--- config.mk ---
export PLATFORM = sky130hd
export DESIGN_NAME = dma_chan_seq
export DESIGN_NICKNAME = d
export VERILOG_FILES = /design/src/rtl/dma_seq_pkg.sv /design/src/rtl/dma_addr_gen.sv /design/src/rtl/dma_trig_unit.sv /design/src/rtl/dma_bus_owner.sv /design/src/rtl/dma_chan_seq.sv
export SDC_FILE = /design/constraint.sdc
export NUM_CORES = 1
export LEC_CHECK = 0
export BUFFER_PORTS_ARGS = -buffer_cell sky130_fd_sc_hd__buf_2
export CORE_ASPECT_RATIO = 1.25
export CORE_MARGIN = 2
export CORE_UTILIZATION = 55
export DETAILED_ROUTE_END_ITERATION = 8
export MAX_ROUTING_LAYER = met4
export PLACE_DENSITY = 0.88
export REMOVE_ABC_BUFFERS = 1
export SKIP_CTS_REPAIR_TIMING = 1
export SLEW_MARGIN = 40
export SYNTH_ARGS = -nofsm -noshare
export SYNTH_HDL_FRONTEND = slang
export SYNTH_HIERARCHICAL = 1
export SYNTH_SLANG_ARGS = --single-unit
export TNS_END_PERCENT = 10
--- constraint.sdc ---
create_clock -name clk -period 11.9 [get_ports clk]
set_clock_uncertainty 0.1 [all_clocks]
set_input_delay 2.38 -clock clk [delete_from_list [all_inputs] [get_ports clk]]
set_output_delay 2.38 -clock clk [all_outputs]
set_load 0.03 [all_outputs]
--- src/rtl/dma_seq_pkg.sv ---
package dma_seq_pkg;

   typedef enum logic [1:0] {
      SZ_BYTE = 2'b00,
      SZ_HALF = 2'b01,
      SZ_WORD = 2'b10
   } acc_sz_e;

   typedef enum logic [2:0] {
      ST_IDLE,
      ST_ACQ,
      ST_ARM,
      ST_RD,
      ST_WR,
      ST_YIELD
   } seq_st_e;

   typedef struct packed {
      logic       level_mode;
      logic       ext_sel;
      logic       snoop;
      logic       release_en;
      logic       src_io;
      logic [1:0] src_mode;
      logic       dst_io;
      logic [1:0] dst_mode;
      logic [1:0] unit_sz;
      logic [1:0] port_sz;
   } chan_cfg_t;

   // Field code to access size: 11 byte, 10 half, 0x word
   function automatic acc_sz_e width_code(input logic [1:0] f);
      case (f)
         2'b11:   return SZ_BYTE;
         2'b10:   return SZ_HALF;
         default: return SZ_WORD;
      endcase
   endfunction

   function automatic logic [2:0] sz_bytes(input acc_sz_e s);
      case (s)
         SZ_BYTE: return 3'd1;
         SZ_HALF: return 3'd2;
         default: return 3'd4;
      endcase
   endfunction

   // Access size used on one side of the transfer
   function automatic acc_sz_e side_sz(input logic is_io, input acc_sz_e unit,
                                       input acc_sz_e port);
      if (is_io && (port < unit)) return port;
      return unit;
   endfunction

   // Number of accesses per unit, minus one
   function automatic logic [1:0] beats_m1(input acc_sz_e unit, input acc_sz_e acc);
      logic [1:0] u;
      logic [1:0] a;
      logic [1:0] d;
      u = unit;
      a = acc;
      d = u - a;
      case (d)
         2'd0:    return 2'd0;
         2'd1:    return 2'd1;
         default: return 2'd3;
      endcase
   endfunction

endpackage

--- src/rtl/dma_addr_gen.sv ---
module dma_addr_gen #(
   parameter int ADDR_W = 32
) (
   input  logic              clk,
   input  logic              rst_n,
   input  logic              load,
   input  logic [ADDR_W-1:0] base,
   input  logic              adv,
   input  logic [1:0]        mode,
   input  logic [2:0]        step,
   output logic [ADDR_W-1:0] addr
);
   localparam int PAD_W = ADDR_W - 3;

   if (ADDR_W < 4) begin : g_bad_width
      $error("dma_addr_gen: ADDR_W must be at least 4");
   end

   logic [ADDR_W-1:0] step_w;
   assign step_w = {{PAD_W{1'b0}}, step};

   always_ff @(posedge clk or negedge rst_n) begin
      if (!rst_n) begin
         addr <= '0;
      end else if (load) begin
         addr <= base;
      end else if (adv && !mode[1]) begin
         addr <= mode[0] ? (addr - step_w) : (addr + step_w);
      end
   end

endmodule

--- src/rtl/dma_trig_unit.sv ---
module dma_trig_unit #(
   parameter int SYNC_STAGES = 0
) (
   input  logic clk,
   input  logic rst_n,
   input  logic active,
   input  logic consume,
   input  logic ext_sel,
   input  logic level_mode,
   input  logic int_req,
   input  logic ext_req,
   output logic fire
);
   if (SYNC_STAGES < 0 || SYNC_STAGES > 4) begin : g_bad_sync
      $error("dma_trig_unit: SYNC_STAGES must be 0 to 4");
   end

   logic ext_s;

   if (SYNC_STAGES == 0) begin : g_direct
      assign ext_s = ext_req;
   end else begin : g_sync
      logic [SYNC_STAGES-1:0] stg;
      always_ff @(posedge clk or negedge rst_n) begin
         if (!rst_n) stg <= '0;
         else        stg <= SYNC_STAGES'({stg, ext_req});
      end
      assign ext_s = stg[SYNC_STAGES-1];
   end

   logic ext_d;
   logic pending;
   logic rise;

   assign rise = ext_s && !ext_d;

   always_ff @(posedge clk or negedge rst_n) begin
      if (!rst_n) begin
         ext_d   <= 1'b0;
         pending <= 1'b0;
      end else begin
         ext_d <= ext_s;
         if (!active)      pending <= 1'b0;
         else if (rise)    pending <= 1'b1;
         else if (consume) pending <= 1'b0;
      end
   end

   always_comb begin
      if (!ext_sel)       fire = int_req;
      else if (level_mode) fire = ext_s;
      else                 fire = pending;
   end

endmodule

--- src/rtl/dma_bus_owner.sv ---
module dma_bus_owner (
   input  logic want,
   input  logic snoop,
   input  logic release_en,
   input  logic release_req,
   input  logic grant,
   output logic bus_req,
   output logic snoop_req,
   output logic owned,
   output logic yield_ok
);
   assign bus_req   = want && !snoop;
   assign snoop_req = want && snoop;
   assign owned     = want && grant;
   assign yield_ok  = !snoop && release_en && release_req;
endmodule

--- src/rtl/dma_chan_seq.sv ---
module dma_chan_seq
   import dma_seq_pkg::*;
#(
   parameter int ADDR_W   = 32,
   parameter int CNT_W    = 16,
   parameter int EXT_SYNC = 0
) (
   input  logic              clk,
   input  logic              rst_n,
   input  logic              start,
   input  logic              cfg_level,
   input  logic              cfg_ext_sel,
   input  logic              cfg_snoop,
   input  logic              cfg_rel_en,
   input  logic              cfg_src_io,
   input  logic [1:0]        cfg_src_mode,
   input  logic              cfg_dst_io,
   input  logic [1:0]        cfg_dst_mode,
   input  logic [1:0]        cfg_unit,
   input  logic [1:0]        cfg_port,
   input  logic [ADDR_W-1:0] src_base,
   input  logic [ADDR_W-1:0] dst_base,
   input  logic [CNT_W-1:0]  unit_count,
   input  logic              int_req,
   input  logic              ext_req,
   input  logic              bus_grant,
   input  logic              release_req,
   output logic              bus_req,
   output logic              snoop_req,
   output logic [ADDR_W-1:0] bus_addr,
   output logic              bus_rd,
   output logic              bus_wr,
   output logic [1:0]        bus_size,
   output logic              done
);
   localparam int NSIDE = 2;
   localparam int SRC   = 0;
   localparam int DST   = 1;
   localparam logic [CNT_W-1:0] ONE = CNT_W'(1);

   if (CNT_W < 1) begin : g_bad_cnt
      $error("dma_chan_seq: CNT_W must be at least 1");
   end

   chan_cfg_t cfg_in;
   chan_cfg_t cfg_q;

   always_comb begin
      cfg_in.level_mode = cfg_level;
      cfg_in.ext_sel    = cfg_ext_sel;
      cfg_in.snoop      = cfg_snoop;
      cfg_in.release_en = cfg_rel_en;
      cfg_in.src_io     = cfg_src_io;
      cfg_in.src_mode   = cfg_src_mode;
      cfg_in.dst_io     = cfg_dst_io;
      cfg_in.dst_mode   = cfg_dst_mode;
      cfg_in.unit_sz    = cfg_unit;
      cfg_in.port_sz    = cfg_port;
   end

   seq_st_e          st;
   logic [1:0]       beat;
   logic [CNT_W-1:0] remaining;
   logic             done_q;

   // Access geometry of the captured configuration
   acc_sz_e    unit_e, port_e, src_sz, dst_sz;
   logic [1:0] src_last, dst_last;

   always_comb begin
      unit_e   = width_code(cfg_q.unit_sz);
      port_e   = width_code(cfg_q.port_sz);
      src_sz   = side_sz(cfg_q.src_io, unit_e, port_e);
      dst_sz   = side_sz(cfg_q.dst_io, unit_e, port_e);
      src_last = beats_m1(unit_e, src_sz);
      dst_last = beats_m1(unit_e, dst_sz);
   end

   // Bus ownership
   logic want, owned, yield_ok;

   assign want = (st == ST_ACQ) || (st == ST_ARM) || (st == ST_RD) || (st == ST_WR);

   dma_bus_owner u_owner (
      .want        (want),
      .snoop       (cfg_q.snoop),
      .release_en  (cfg_q.release_en),
      .release_req (release_req),
      .grant       (bus_grant),
      .bus_req     (bus_req),
      .snoop_req   (snoop_req),
      .owned       (owned),
      .yield_ok    (yield_ok)
   );

   // Trigger
   logic fire, consume, active;

   assign active  = (st != ST_IDLE);
   assign consume = (st == ST_ARM) && owned && fire;

   dma_trig_unit #(.SYNC_STAGES(EXT_SYNC)) u_trig (
      .clk        (clk),
      .rst_n      (rst_n),
      .active     (active),
      .consume    (consume),
      .ext_sel    (cfg_q.ext_sel),
      .level_mode (cfg_q.level_mode),
      .int_req    (int_req),
      .ext_req    (ext_req),
      .fire       (fire)
   );

   // Address generators, one per side
   logic              load;
   logic [ADDR_W-1:0] side_base [NSIDE];
   logic [ADDR_W-1:0] side_addr [NSIDE];
   logic              side_adv  [NSIDE];
   logic [1:0]        side_mode [NSIDE];
   logic [2:0]        side_step [NSIDE];

   assign load = start && (st == ST_IDLE);

   always_comb begin
      side_base[SRC] = src_base;
      side_base[DST] = dst_base;
      side_adv[SRC]  = bus_rd;
      side_adv[DST]  = bus_wr;
      side_mode[SRC] = cfg_q.src_mode;
      side_mode[DST] = cfg_q.dst_mode;
      side_step[SRC] = sz_bytes(src_sz);
      side_step[DST] = sz_bytes(dst_sz);
   end

   for (genvar s = 0; s < NSIDE; s++) begin : g_side
      dma_addr_gen #(.ADDR_W(ADDR_W)) u_addr (
         .clk   (clk),
         .rst_n (rst_n),
         .load  (load),
         .base  (side_base[s]),
         .adv   (side_adv[s]),
         .mode  (side_mode[s]),
         .step  (side_step[s]),
         .addr  (side_addr[s])
      );
   end

   // Sequencer
   always_ff @(posedge clk or negedge rst_n) begin
      if (!rst_n) begin
         st        <= ST_IDLE;
         beat      <= '0;
         remaining <= '0;
         done_q    <= 1'b0;
         cfg_q     <= '0;
      end else begin
         case (st)
            ST_IDLE: begin
               if (start) begin
                  cfg_q     <= cfg_in;
                  remaining <= unit_count;
                  beat      <= '0;
                  if (unit_count == '0) begin
                     done_q <= 1'b1;
                  end else begin
                     done_q <= 1'b0;
                     st     <= ST_ACQ;
                  end
               end
            end
            ST_ACQ: begin
               if (owned) st <= ST_ARM;
            end
            ST_ARM: begin
               if (consume) begin
                  st   <= ST_RD;
                  beat <= '0;
               end
            end
            ST_RD: begin
               if (bus_grant) begin
                  if (beat == src_last) begin
                     beat <= '0;
                     st   <= ST_WR;
                  end else begin
                     beat <= beat + 2'd1;
                  end
               end
            end
            ST_WR: begin
               if (bus_grant) begin
                  if (beat == dst_last) begin
                     beat      <= '0;
                     remaining <= remaining - ONE;
                     if (remaining == ONE) begin
                        st     <= ST_IDLE;
                        done_q <= 1'b1;
                     end else if (yield_ok) begin
                        st <= ST_YIELD;
                     end else begin
                        st <= ST_ARM;
                     end
                  end else begin
                     beat <= beat + 2'd1;
                  end
               end
            end
            ST_YIELD: begin
               if (!release_req) st <= ST_ACQ;
            end
            default: st <= ST_IDLE;
         endcase
      end
   end

   // Bus outputs
   assign bus_rd   = (st == ST_RD) && bus_grant;
   assign bus_wr   = (st == ST_WR) && bus_grant;
   assign bus_addr = (st == ST_WR) ? side_addr[DST] : side_addr[SRC];
   assign bus_size = (st == ST_WR) ? dst_sz : src_sz;
   assign done     = done_q;

   // Captured fields seen by the checker
   logic snoop_q;
   logic src_fixed_q;
   assign snoop_q     = cfg_q.snoop;
   assign src_fixed_q = cfg_q.src_mode[1];

endmodule

**Word-level counts from Yosys, hierarchy flattened**

Index checks and enable logic that the tools add are counted.

- Register bits after elaboration: 102
- Bits of input ports: 101
- Output and inout port bits: 39
- Logic and storage cells: 146

- Add/sub/neg operators: 8
- Magnitude comparators: 1
- Equal/unequal tests: 27
- Mux-type cells: 54
- Reductions and logical operators: 38

Operators with widths:

| cell | number |
|---|---|
| 32-bit two-way mux | 7 |
| 32-bit by 3-bit adder with 32-bit output | 2 |
| 32-bit by 3-bit subtractor with 32-bit output | 2 |
| 16-bit two-way mux | 3 |
| 3-bit two-way mux | 11 |
| 16-bit one-hot mux with 2 select lines | 1 |
| 2-bit two-way mux | 11 |
| 3-bit one-hot mux with 6 select lines | 1 |
| 16-bit by 1-bit == test with 1-bit output (second input constant) | 1 |
| 16-bit logical NOT | 1 |
| 2-bit one-hot mux with 2 select lines | 4 |
| 16-bit by 1-bit subtractor with 16-bit output (second input constant) | 1 |
| 1-bit logical AND | 15 |
| 2-bit != test (second input constant) | 7 |
| 1-bit two-way mux | 12 |
| 3-bit one-hot mux with 2 select lines | 2 |
| 5-bit AND reduction | 2 |
| 9-bit AND reduction | 1 |
| 2-bit by 1-bit == test with 1-bit output (second input constant) | 4 |
| 2-bit == test (second input constant) | 4 |
| 2-bit logical NOT | 4 |
| 2-bit one-hot mux with 4 select lines | 1 |
| 3-bit by 2-bit == test with 1-bit output (second input constant) | 2 |
| 3-bit == test (second input constant) | 2 |
| other kinds (16) | 27 |

**Logic depth before layout (Yosys ltp)**

- Depth in word-level cells: 13
- Depth in mapped cells: 17

**Modules after synthesis**

Netlist, hierarchy kept.

By module, submodules not included:

| module | times used | cells an instance | area each (um2) |
|---|---|---|---|
| dma_addr_gen (g_side[1].u_addr) | 1 | 398 | 3,258.1 |
| dma_addr_gen (g_side[0].u_addr) | 1 | 397 | 3,179.3 |
| dma_chan_seq | 1 | 362 | 2,675.1 |
| dma_trig_unit | 1 | 8 | 88.8 |
| dma_bus_owner | 1 | 4 | 32.5 |

**Worst setup path after synthesis**

OpenSTA, ideal clock, no wires.

- Kind: input to output
- Start: input bus_grant
- End: output bus_wr
- Arrival: 2,731 ps
- Required time: 9,420 ps
- Path slack: 6,689 ps
- Stages: 1
- Buffers on the path: 0
- Path through: and2_1

- Longest elaborated chain between the ends: 1

RTL lines:

| item | line | RTL |
|---|---|---|
| start: declaration | dma_chan_seq.sv:26 | `input logic bus_grant,` |
| 1-bit logical AND | dma_chan_seq.sv:218 | `assign bus_wr = (st == ST_WR) && bus_grant;` |
| end: declaration | dma_chan_seq.sv:32 | `output logic bus_wr,` |

No other way between the ends.

**Worst setup path in the final report**

- Start: input bus_grant
- End: output bus_rd

- Longest elaborated chain between the ends: 1

RTL lines:

| item | line | RTL |
|---|---|---|
| 1-bit logical AND | dma_chan_seq.sv:217 | `assign bus_rd = (st == ST_RD) && bus_grant;` |
| end: declaration | dma_chan_seq.sv:31 | `output logic bus_rd,` |

No other way between the ends.

==> results.toml <==
[outcome]
outcome = "finished, final reports clean"

[route]
drt_drc_violations_left = 0
drt_iter0_markers = 826
route.vias.total = 9149
drt.antenna.violating_nets = 0
detailed_routing_iterations_pass_1 = 6
vias_per_cell = 6.12
routed_wl_um = 25500
wl_per_cell_um = 17.1

[global_route]
met1_track_usage_gr_pct = 34.7
grt.met2_usage_pct = 49.7
grt_max_degree = 107
vias_in_the_first_global_route = 8750
grt_use_total_pct = 29.3
overflow = 0
grt-busiest-layer = "met2"
grt_first_pass_wirelength_um = 41400
grt_antenna_before_repair = 0
met3_usage_pct = 3.02

[critical_path]
crit_path_cell_trace = "buf_2 -> and3_1 -> buf_2"
critPathKind = "input pin to output port"
setup.worst_path.end_class = "output port"
critical_path.max_stage_delay_ps = 270
r2r_cells = 15
critical-path-top-cell-by-count = "sky130_fd_sc_hd__buf_2"
reg2reg_to = "g_side[1].u_addr/addr[24]$_DFFE_PN0P_"
rr_startpoint = "cfg_q[1]$_DFFE_PN0P_"
critical_path_peak_fanout = 5
arrival_ps = 3020
critPathSlowestCell = "sky130_fd_sc_hd__and3_1"
regToRegSetupSlack_ps = 7310
timing.critical_path.from_type = "input pin"
worst_ep_required_time_ps = 9420

[clock_network]
clock_sink_count = 102
deepest_clock_path_buffer_count = 2
worstSkewPairLatency_ps = 360
clock_tree.htree_level_count = 3
cts_root_cell = "sky130_fd_sc_hd__clkbuf_16"
cts_tree = "done"
clock_slew_seen_by_the_registers_of_the_worst_setup_and_hold_paths_ps = 70
tritoncts_buffer_count = 9

[logic_synthesis]
number_of_synthesized_register_bits = 102
synth_cell_type_count = 85
async_reset_ff_share_pct = 100
syn_area_um2 = 9230
yosys_warnings = 6
avgSynthCellArea_um2 = 7.90
synth.top_cells.by_area = "sky130_fd_sc_hd__dfrtp_1 (28%), sky130_fd_sc_hd__ha_1 (10%), sky130_fd_sc_hd__nand2_1 (8.4%)"
synth_edf_count = 0
yosys.cell_count.top_type = "sky130_fd_sc_hd__nand2_1"
yosysTopAreaCellShare_pct = 27.6
synth_top_area_cell = "sky130_fd_sc_hd__dfrtp_1"
ys_seq_area_share_pct = 27.6
ranking_of_synthesized_cells_by_instance_count = "sky130_fd_sc_hd__nand2_1 (206), sky130_fd_sc_hd__a21oi_1 (112), sky130_fd_sc_hd__dfrtp_1 (102)"
post_synth_inst_count = 1169
primary_ff_master_synth = "sky130_fd_sc_hd__dfrtp_1"

[min_path]
hold_path.class = "flip-flop to flip-flop"
hold_path.startpoint = "u_trig/ext_d$_DFF_PN0_"
hold_path_end = "u_trig/pending$_DFFE_PN0P_"
hold_depth = 2

[placement]
place_congestion = 0.948
place_hpwl_um = 18600
port_buffers = 139

[timing]
fin_tns_setup_ps = 0
min_period_ps = 5500
final-hold-violation-count = 0
finalMaxSlewViolations = 0
unrepaired_setup_endpoints_after_global_routing = "false"
max_slew.worst_pin.slew_ps = 786
final-setup-viol-count = 0
max_slew_margin_pct = 47.5
final_worst_path_cycle_share_pct = 46.2
fmaxAchievable_ghz = 0.182

[finish]
regArea_um2 = 2550
layout.nets = 1454
drive_gt1_share_pct = 17.6
nFillCells = 1421
final_core_util_pct = 64.0
antenna-diode-count = 0
areaGrowthSynthToFinish_pct = 13.1
multi_input_area_um2 = 6350

[floorplanning]
placeableCoreArea_um2 = 16300
fp.dieW_um = 120
num_rows = 52
io-pin-count = 140
die_outline_area_um2 = 17800
initial_core_util_pct = 56.5
die_height_um = 149

[run]
timing.max_cap.violations = 0
## layout make-up
cell class                      instances  share of cell area (%)
Clock buffer                           11                    2.32
Clock inverter                          5                   0.994
Inverter                               31                    1.11
Multi-Input combinational cell        982                    60.8
Sequential cell                       102                    24.4
Tap cell                              216                    2.59
Timing Repair Buffer                  149                    7.75
## kinds of logic after synthesis
group / Yosys count / synth area share [%]
AND/OR/NAND/NOR: 449 / 23.0
multiplexers: 41 / 4.82
AO/OA/AOI/OAI: 363 / 25.2
adder cells (fa/ha/maj): 78 / 10.7
XOR/XNOR: 51 / 4.84
buffers and inverters: 85 / 3.78
flip-flops: 102 / 27.6
## flip-flops by register name, indices dropped and copies added, names as in the netlist
name                flops
g_side.u_addr/addr     64
remaining              16
cfg_q                  13
st                      3
beat                    2
done                    1
snoop_q                 1
u_trig/ext_d            1
u_trig/pending          1
## worst max-delay path by stage
stage / from / end / slack [ps] / cells after the start
after floorplan: st[2]$_DFFE_PN0P_ / bus_wr / 5280 / 2
after global routing: bus_grant / bus_wr / 6390 / 3
after detailed placement: bus_grant / bus_rd / 6430 / 3
final: bus_grant / bus_rd / 6400 / 3
after CTS: bus_grant / bus_rd / 6430 / 3
after global placement: bus_grant / bus_rd / 6440 / 3
## critical path: cells and delay by family
| family | cells | cell delay, ps |
|---|---|---|
| buffers and inverters | 2 | 360 |
| AND/OR/NAND/NOR | 1 | 270 |
## layout by cell type, fill, tap and decap left out, drive strengths merged, types with 16 or more instances in the layout
cell   count
a21o      34
a21oi    114
buf      149
dfrtp    102
ha        76
inv       32
mux2      25
mux2i     16
nand2    207
nand3     19
nor2      81
nor3      27
o21ai    112
xnor2     30
xor2      21
## through the flow
stage	std cells	setup slack [ps]	hold slack, ps	instance area [um2]
global route	1496	6390	454	10400
CTS	1495	6430	422	10400
finish	1496	6400	416	10400
global placement	1478	6440	385	10000
floorplan	1115	5280	362	9000
detailed placement	1479	6430	409	10100
## per-layer routing
metal,wire length [um],up-vias
met5,0,-
met4,903,0
met3,1530,70
met2,12800,369
met1,10300,4275
li1,-,4435
Power is left out: the tool's default activity adds up to more than one toggle a clock period on the data nets, which glitch-free logic cannot reach.
